$ cat src/rtl/ea_load_pkg.sv
// Shared types for the effective-address/load unit.
// Assumes a 16-bit instruction word, opcode in the top five bits.
package ea_load_pkg;
    localparam int unsigned OPC_W = 5;
    localparam logic [OPC_W-1:0] OPC_LOAD = 5'b11000;

    typedef enum logic [2:0] {
        ST_IDLE,
        ST_FETCH2,
        ST_INDIR,
        ST_READ,
        ST_DONE
    } ea_state_t;

    // Field layout of the first instruction word, MSB first.
    typedef struct packed {
        logic [OPC_W-1:0] opc;
        logic             long_fmt;
        logic [1:0]       tag;
        logic             ind;
        logic [6:0]       disp_low;
    } ea_word1_t;
endpackage

$ cat src/rtl/ea_field_decode.sv
// Splits the first instruction word into opcode check, format, tag,
// indirect flag and sign-extended displacement. Purely combinational.
// Assumes W >= 16 and the layout held in ea_load_pkg::ea_word1_t.
module ea_field_decode
    import ea_load_pkg::*;
#(
    parameter int unsigned W      = 16,
    parameter int unsigned DISP_W = 8
) (
    input  logic [15:0]  word,
    output logic         is_load,
    output logic         long_fmt,
    output logic [1:0]   tag,
    output logic         ind,
    output logic [W-1:0] disp_ext
);
    localparam int unsigned EXT_W = W - DISP_W;

    ea_word1_t f;
    logic [DISP_W-1:0] disp;

    // Field extraction and displacement sign extension.
    always_comb begin
        f        = ea_word1_t'(word);
        disp     = word[DISP_W-1:0];
        is_load  = (f.opc == OPC_LOAD);
        long_fmt = f.long_fmt;
        tag      = f.tag;
        ind      = f.ind;
        disp_ext = {{EXT_W{disp[DISP_W-1]}}, disp};
    end
endmodule

$ cat src/rtl/ea_index_sel.sv
// Picks the base operand of the address sum: an index register for a
// nonzero tag; otherwise next-instruction address (short) or zero (long).
// Assumes exactly three index registers selected by a 2-bit tag.
module ea_index_sel #(
    parameter int unsigned W      = 16,
    parameter int unsigned NUM_XR = 3
) (
    input  logic [1:0]              tag,
    input  logic                    long_fmt,
    input  logic [W-1:0]            instr_addr,
    input  logic [NUM_XR-1:0][W-1:0] xr,
    output logic [W-1:0]            base
);
    localparam logic [W-1:0] ONE = W'(1);

    logic [W-1:0] xr_pick [NUM_XR+1];

    // Entry 0 is the untagged default, entries 1..NUM_XR the index registers.
    assign xr_pick[0] = long_fmt ? '0 : (instr_addr + ONE);
    generate
        for (genvar i = 1; i <= NUM_XR; i++) begin : g_xr
            assign xr_pick[i] = xr[i-1];
        end
    endgenerate

    // Tag-driven operand select.
    always_comb begin
        base = xr_pick[0];
        for (int k = 1; k <= NUM_XR; k++) begin
            if (int'(tag) == k) base = xr_pick[k];
        end
    end
endmodule

$ cat src/rtl/ea_seq.sv
// Sequencer: holds the instruction context, runs the second-word fetch,
// optional indirect read and operand read over a request/ready port,
// and loads the accumulator. Assumes mem_rdata is valid with mem_ready.
module ea_seq
    import ea_load_pkg::*;
#(
    parameter int unsigned W = 16
) (
    input  logic         clk,
    input  logic         rst_n,
    input  logic         start,
    input  logic         is_load,
    input  logic         long_fmt,
    input  logic         ind,
    input  logic [W-1:0] base_live,
    input  logic [W-1:0] disp_live,
    input  logic [W-1:0] instr_addr,
    input  logic         mem_ready,
    input  logic [W-1:0] mem_rdata,
    output logic         mem_req,
    output logic [W-1:0] mem_addr,
    output logic [W-1:0] ea,
    output logic [W-1:0] acc,
    output logic         done
);
    localparam logic [W-1:0] ONE = W'(1);

    ea_state_t    state_q;
    logic         ind_q;
    logic [W-1:0] base_q;
    logic [W-1:0] fetch_addr_q;
    logic [W-1:0] ea_q;
    logic [W-1:0] acc_q;
    logic [W-1:0] sum;

    // Single shared adder: short EA while idle, long EA after the fetch.
    always_comb begin
        if (state_q == ST_FETCH2) sum = base_q + mem_rdata;
        else                      sum = base_live + disp_live;
    end

    // Memory request and address for the active access.
    always_comb begin
        mem_req  = 1'b0;
        mem_addr = ea_q;
        unique case (state_q)
            ST_FETCH2: begin mem_req = 1'b1; mem_addr = fetch_addr_q; end
            ST_INDIR:  mem_req = 1'b1;
            ST_READ:   mem_req = 1'b1;
            default:   mem_req = 1'b0;
        endcase
    end

    // State machine and datapath registers.
    always_ff @(posedge clk) begin
        if (!rst_n) begin
            state_q      <= ST_IDLE;
            ind_q        <= 1'b0;
            base_q       <= '0;
            fetch_addr_q <= '0;
            ea_q         <= '0;
            acc_q        <= '0;
        end else begin
            unique case (state_q)
                ST_IDLE: begin
                    if (start && is_load) begin
                        ind_q        <= ind;
                        base_q       <= base_live;
                        fetch_addr_q <= instr_addr + ONE;
                        if (long_fmt) begin
                            state_q <= ST_FETCH2;
                        end else begin
                            ea_q    <= sum;
                            state_q <= ST_READ;
                        end
                    end
                end
                ST_FETCH2: begin
                    if (mem_ready) begin
                        ea_q    <= sum;
                        state_q <= ind_q ? ST_INDIR : ST_READ;
                    end
                end
                ST_INDIR: begin
                    if (mem_ready) begin
                        ea_q    <= mem_rdata;
                        state_q <= ST_READ;
                    end
                end
                ST_READ: begin
                    if (mem_ready) begin
                        acc_q   <= mem_rdata;
                        state_q <= ST_DONE;
                    end
                end
                default: state_q <= ST_IDLE;
            endcase
        end
    end

    assign ea   = ea_q;
    assign acc  = acc_q;
    assign done = (state_q == ST_DONE);
endmodule

$ cat src/rtl/ea_load_unit.sv
// Top of the effective-address generator with accumulator load.
// Decodes the presented word, selects the base operand and drives the
// sequencer. Assumes instr_word/instr_addr/xr* are valid with start.
module ea_load_unit
    import ea_load_pkg::*;
#(
    parameter int unsigned W      = 16,
    parameter int unsigned DISP_W = 8,
    parameter int unsigned NUM_XR = 3
) (
    input  logic         clk,
    input  logic         rst_n,
    input  logic         start,
    input  logic [15:0]  instr_word,
    input  logic [W-1:0] instr_addr,
    input  logic [W-1:0] xr1,
    input  logic [W-1:0] xr2,
    input  logic [W-1:0] xr3,
    output logic         mem_req,
    output logic [W-1:0] mem_addr,
    input  logic         mem_ready,
    input  logic [W-1:0] mem_rdata,
    output logic [W-1:0] ea,
    output logic [W-1:0] acc_out,
    output logic         done
);
    logic         is_load;
    logic         long_fmt;
    logic [1:0]   tag;
    logic         ind;
    logic [W-1:0] disp_ext;
    logic [W-1:0] base_live;
    logic [NUM_XR-1:0][W-1:0] xr_bus;

    // Pack index registers for the selector.
    assign xr_bus = {xr3, xr2, xr1};

    ea_field_decode #(.W(W), .DISP_W(DISP_W)) u_dec (
        .word     (instr_word),
        .is_load  (is_load),
        .long_fmt (long_fmt),
        .tag      (tag),
        .ind      (ind),
        .disp_ext (disp_ext)
    );

    ea_index_sel #(.W(W), .NUM_XR(NUM_XR)) u_sel (
        .tag        (tag),
        .long_fmt   (long_fmt),
        .instr_addr (instr_addr),
        .xr         (xr_bus),
        .base       (base_live)
    );

    ea_seq #(.W(W)) u_seq (
        .clk        (clk),
        .rst_n      (rst_n),
        .start      (start),
        .is_load    (is_load),
        .long_fmt   (long_fmt),
        .ind        (ind),
        .base_live  (base_live),
        .disp_live  (disp_ext),
        .instr_addr (instr_addr),
        .mem_ready  (mem_ready),
        .mem_rdata  (mem_rdata),
        .mem_req    (mem_req),
        .mem_addr   (mem_addr),
        .ea         (ea),
        .acc        (acc_out),
        .done       (done)
    );
endmodule

$ cat config.mk
export PLATFORM = sky130hd
export DESIGN_NAME = ea_load_unit
export DESIGN_NICKNAME = d
export VERILOG_FILES = /design/src/rtl/ea_load_pkg.sv /design/src/rtl/ea_field_decode.sv /design/src/rtl/ea_index_sel.sv /design/src/rtl/ea_seq.sv /design/src/rtl/ea_load_unit.sv
export SDC_FILE = /design/constraint.sdc
export NUM_CORES = 1
export LEC_CHECK = 0
export ABC_CLOCK_PERIOD_IN_PS = 7080
export BUFFER_PORTS_ARGS = -buffer_cell sky130_fd_sc_hd__buf_4
export CAP_MARGIN = 20
export CORE_ASPECT_RATIO = 1.4
export CORE_UTILIZATION = 50
export CTS_BUF_LIST = sky130_fd_sc_hd__clkbuf_4
export CTS_CLUSTER_SIZE = 28
export DETAILED_ROUTE_END_ITERATION = 16
export GPL_TIMING_DRIVEN = 0
export HOLD_SLACK_MARGIN = 0.03
export PLACE_DENSITY = 0.87
export SKIP_LAST_GASP = 1
export SLEW_MARGIN = 15
export SYNTH_ARGS = -nofsm -noshare
export SYNTH_HDL_FRONTEND = slang
export SYNTH_SLANG_ARGS = --single-unit
export TNS_END_PERCENT = 50
$ cat constraint.sdc
create_clock -name clk -period 7.08 [get_ports clk]
set_clock_uncertainty 0.15 [all_clocks]
set_input_delay 0 -clock clk [delete_from_list [all_inputs] [get_ports clk]]
set_output_delay 0 -clock clk [all_outputs]
set_load 0.01 [all_outputs]
==> flow_summary_export.csv <==
group,metric,value,unit
outcome,outcome,"complete, no violations",
placement,place_area,0.00636,mm^2
cts,cts_buffers,9,
detailed_routing,top_layer,"met4",
power_and_ir_drop,switchingPower,339,uW
timing,rsz0062_at_grt,"false",
detailed_routing,antenna_left,0,
global_routing,grt_pass1_wl,29800,um
global_routing,gr-total-overflow,0,
worst_setup_path,critPathLaunchType,"input port",
power_and_ir_drop,pwr-share-seq,0.404,
detailed_routing,wl_met2,9800,um
finish,design_area,0.00732,mm^2
power_and_ir_drop,swShare,0.345,
finish,syn_to_final_growth,43.6,%
detailed_routing,wl,19000,um
yosys,synth_xor_area_frac,0.0619,
cts,clk_latency,0.47,ns
yosys,synthMuxAreaShare,0.0395,
detailed_routing,first_iter_violations,502,
timing,finalHoldViolations,0,
finish,diodes,0,
detailed_routing,dr.pass1.iters,5,
cts,cts-root-buf,"clkbuf_4",
cts,cts_setup_buffers,0,
power_and_ir_drop,comb_power_share,0.365,
cts,cts_tree,"built",
placement,portBuffers,146,
die,die_w,87.3,um
yosys,synth_nets,803,
cts,cts.sinks,68,
finish,fin_cells,1051,
die,die-area,0.0106,mm^2
timing,max_slew_margin,0.356,
detailed_routing,wire_per_inst,18.0,um
timing,worst_hold_slack,0.0384,ns
placement,place_congestion,0.992,
worst_setup_path,required,7.26,ns
yosys,syn_avg_cell_area,7.62,um^2
power_and_ir_drop,clockPowerShare,0.231,
power_and_ir_drop,p_leak,0.00332,uW
yosys,synth_async_sr_flop_share,0,
finish,nets,1045,
yosys,synthCells,669,
detailed_routing,drc,0,
timing,period_minus_slack,4.00,ns
yosys,synth_top_family_by_area,"compound AO/OA/AOI/OAI gates",
timing,tightest_slew,0.957,ns
die,ios,150,
global_routing,grt_pass1_vias,6266,
yosys,ys_warn_count,0,
die,core,0.00990,mm^2
detailed_routing,vias,6052,
yosys,synth_compound_area_frac,0.256,
worst_setup_path,worstSetupPathType,"input port to flop",
die,initial_utilization,0.515,
detailed_routing,dr_wl_met3,1070,um
global_routing,grt_max_degree,12,
timing,finalCritPeriodShare,0.565,
finish,drive_gt1_frac,0.206,
placement,hpwl,13500,um
cts,postCtsHoldBufs,85,
yosys,synth-seq-cells,68,
yosys,syn_area,0.00509,mm^2
yosys,synthAdderAreaFrac,0.0864,
global_routing,antenna_found_initial,0,
run,cap_violations,0,
detailed_routing,m1WireLength,6960,um
timing,setup_viol,0,
power_and_ir_drop,p_int,644,uW
yosys,synth_top_flop_cell,"dfxtp_1",
timing,final_max_slew_viol_count,0,
timing,fin_tns_setup,0,ns
yosys,synth_edf_count,0,
power_and_ir_drop,power_density,134,mW/mm^2
yosys,synth.distinct_cells,57,
power_and_ir_drop,irDropWorstVdd,0.0724,mV
die,floorplan.rows,43,
cts,max-clock-path-buffers,2,
worst_setup_path,cp-end-kind,"flop",
die,die_height,121,um
cts,clk_pin_slew_worst_paths,0.11,ns
timing,max_freq,250,MHz
yosys,yosys.area_share.simple,0.252,
worst_setup_path,arrival,4.18,ns
detailed_routing,viasPerCell,5.76,
cts,htreeDepth,3,
finish,n_fill_cell,772,
yosys,yosysSeqAreaShare,0.267,
worst_setup_path,cp_max_fo,10,
cts,ctsResizeCount,0,
finish,post-route-util,0.739,
placement,dp.cells,950,
global_routing,grt_usage,0.372,
min_path,min_path_type,"input port to flop",
## cell usage after synthesis (all sizes together), types with 9 or more instances
master | instances | area share
nand2 | 151 | 0.11
dfxtp | 68 | 0.27
nor2 | 53 | 0.039
clkbuf | 35 | 0.027
a21boi | 32 | 0.047
ha | 32 | 0.079
a21oi | 30 | 0.029
o21ai | 30 | 0.030
o211ai | 18 | 0.027
xnor2 | 18 | 0.031
xor2 | 18 | 0.031
nor3b | 14 | 0.021
nand3 | 13 | 0.013
a21o | 12 | 0.018
o211a | 12 | 0.024
a211oi | 11 | 0.017
mux2i | 10 | 0.020
nor3 | 10 | 0.0098
a22oi | 9 | 0.013
mux2 | 9 | 0.020
## metrics by stage
stage               setup slack, ns  power [uW]
detailed placement             3.18         717
CTS                            3.16         963
finish                         3.08         983
floorplan                      3.76         596
global route                   2.94        1030
global placement               3.30         708
## cell type report
| cell class | instances | area, um^2 | area share |
|---|---|---|---|
| inverter | 4 | 15.0 | 0.00205 |
| multi-input combinational | 555 | 3540 | 0.484 |
| tap | 135 | 169 | 0.0231 |
| clock inverter | 4 | 16.3 | 0.00222 |
| timing repair buffer | 231 | 1950 | 0.266 |
| sequential | 68 | 1360 | 0.186 |
| clock buffer | 12 | 90.1 | 0.0123 |
| buffer | 42 | 176 | 0.0241 |
## layout by cell type, fill, tap and decap left out, types with 6 or more instances in the layout
master,synthesis,final
buf_4,0,146
buf_2,6,6
a22oi_1,9,9
or3_1,7,7
nand2_1,151,151
nor3_1,10,10
a21o_1,10,10
nor2_1,53,53
dfxtp_1,68,68
ha_1,32,32
mux2i_1,10,10
a21oi_1,30,30
o21ai_0,27,27
o211ai_1,18,18
clkbuf_1,34,34
nand3_1,13,13
xor2_1,18,18
clkbuf_4,1,13
dlygate4sd3_1,0,85
nor3b_1,14,14
mux2_2,9,9
nand2b_1,6,6
o211a_1,12,12
a31oi_1,6,6
a211oi_1,10,10
xnor2_1,18,18
a21boi_0,30,30
## final timing paths
| path | from | endpoint | slack [ns] | depth (start not counted) |
|---|---|---|---|---|
| worst max-delay path | instr_word[9] | u_seq.ea[12] | 3.08 | 17 |
| worst min register to register | u_seq.acc[0] | u_seq.acc[0] | 0.32 | 2 |
| worst max register to register | u_seq.base_q[0] | u_seq.ea[14] | 4.15 | 12 |
| worst min-delay path | xr1[6] | u_seq.base_q[6] | 0.04 | 6 |
## power groups by stage
stage / registers [uW] / clock network [uW] / logic [uW]
2_1_floorplan: 406 / 0 / 190
3_3_place_gp: 406 / 0 / 302
3_5_place_dp: 406 / 0 / 311
4_1_cts: 397 / 221 / 345
5_1_grt: 398 / 242 / 384
6_report: 398 / 227 / 359
## kinds of logic after synthesis
family | after synthesis
AO/OA/AOI/OAI | 182
XOR/XNOR | 36
adder cells (fa/ha/maj) | 34
buffers and inverters | 46
flip-flops | 68
multiplexers | 19
AND/OR/NAND/NOR | 284
## critical path, cell delays in order
cell           delay [ns]
buf_2                0.23
buf_2                0.29
buf_2                0.31
mux2i_1              0.22
dlygate4sd3_1        0.56
a21oi_1              0.09
ha_1                 0.26
fa_1                 0.45
a211oi_2             0.20
nor2_1               0.10
o41a_1               0.39
o41ai_4              0.39
o21ai_2              0.14
o21ai_0              0.17
a211oi_1             0.07
a21oi_1              0.18
a31oi_1              0.12
## per-layer routing
metal / vias up / global-route usage
li1: 2871 / -
met1: 2784 / 0.374
met2: 301 / 0.688
met3: 96 / 0.0667
met4: 0 / 0.233
met5: - / 0
## registers in the layout (all words and copies together), names as in the netlist
register / cells
u_seq.base_q: 16
u_seq.state_q: 3
u_seq.ind_q: 1
u_seq.ea: 16
u_seq.fetch_addr_q: 16
u_seq.acc: 16
No activity file was read; power rests on OpenSTA's default activity.
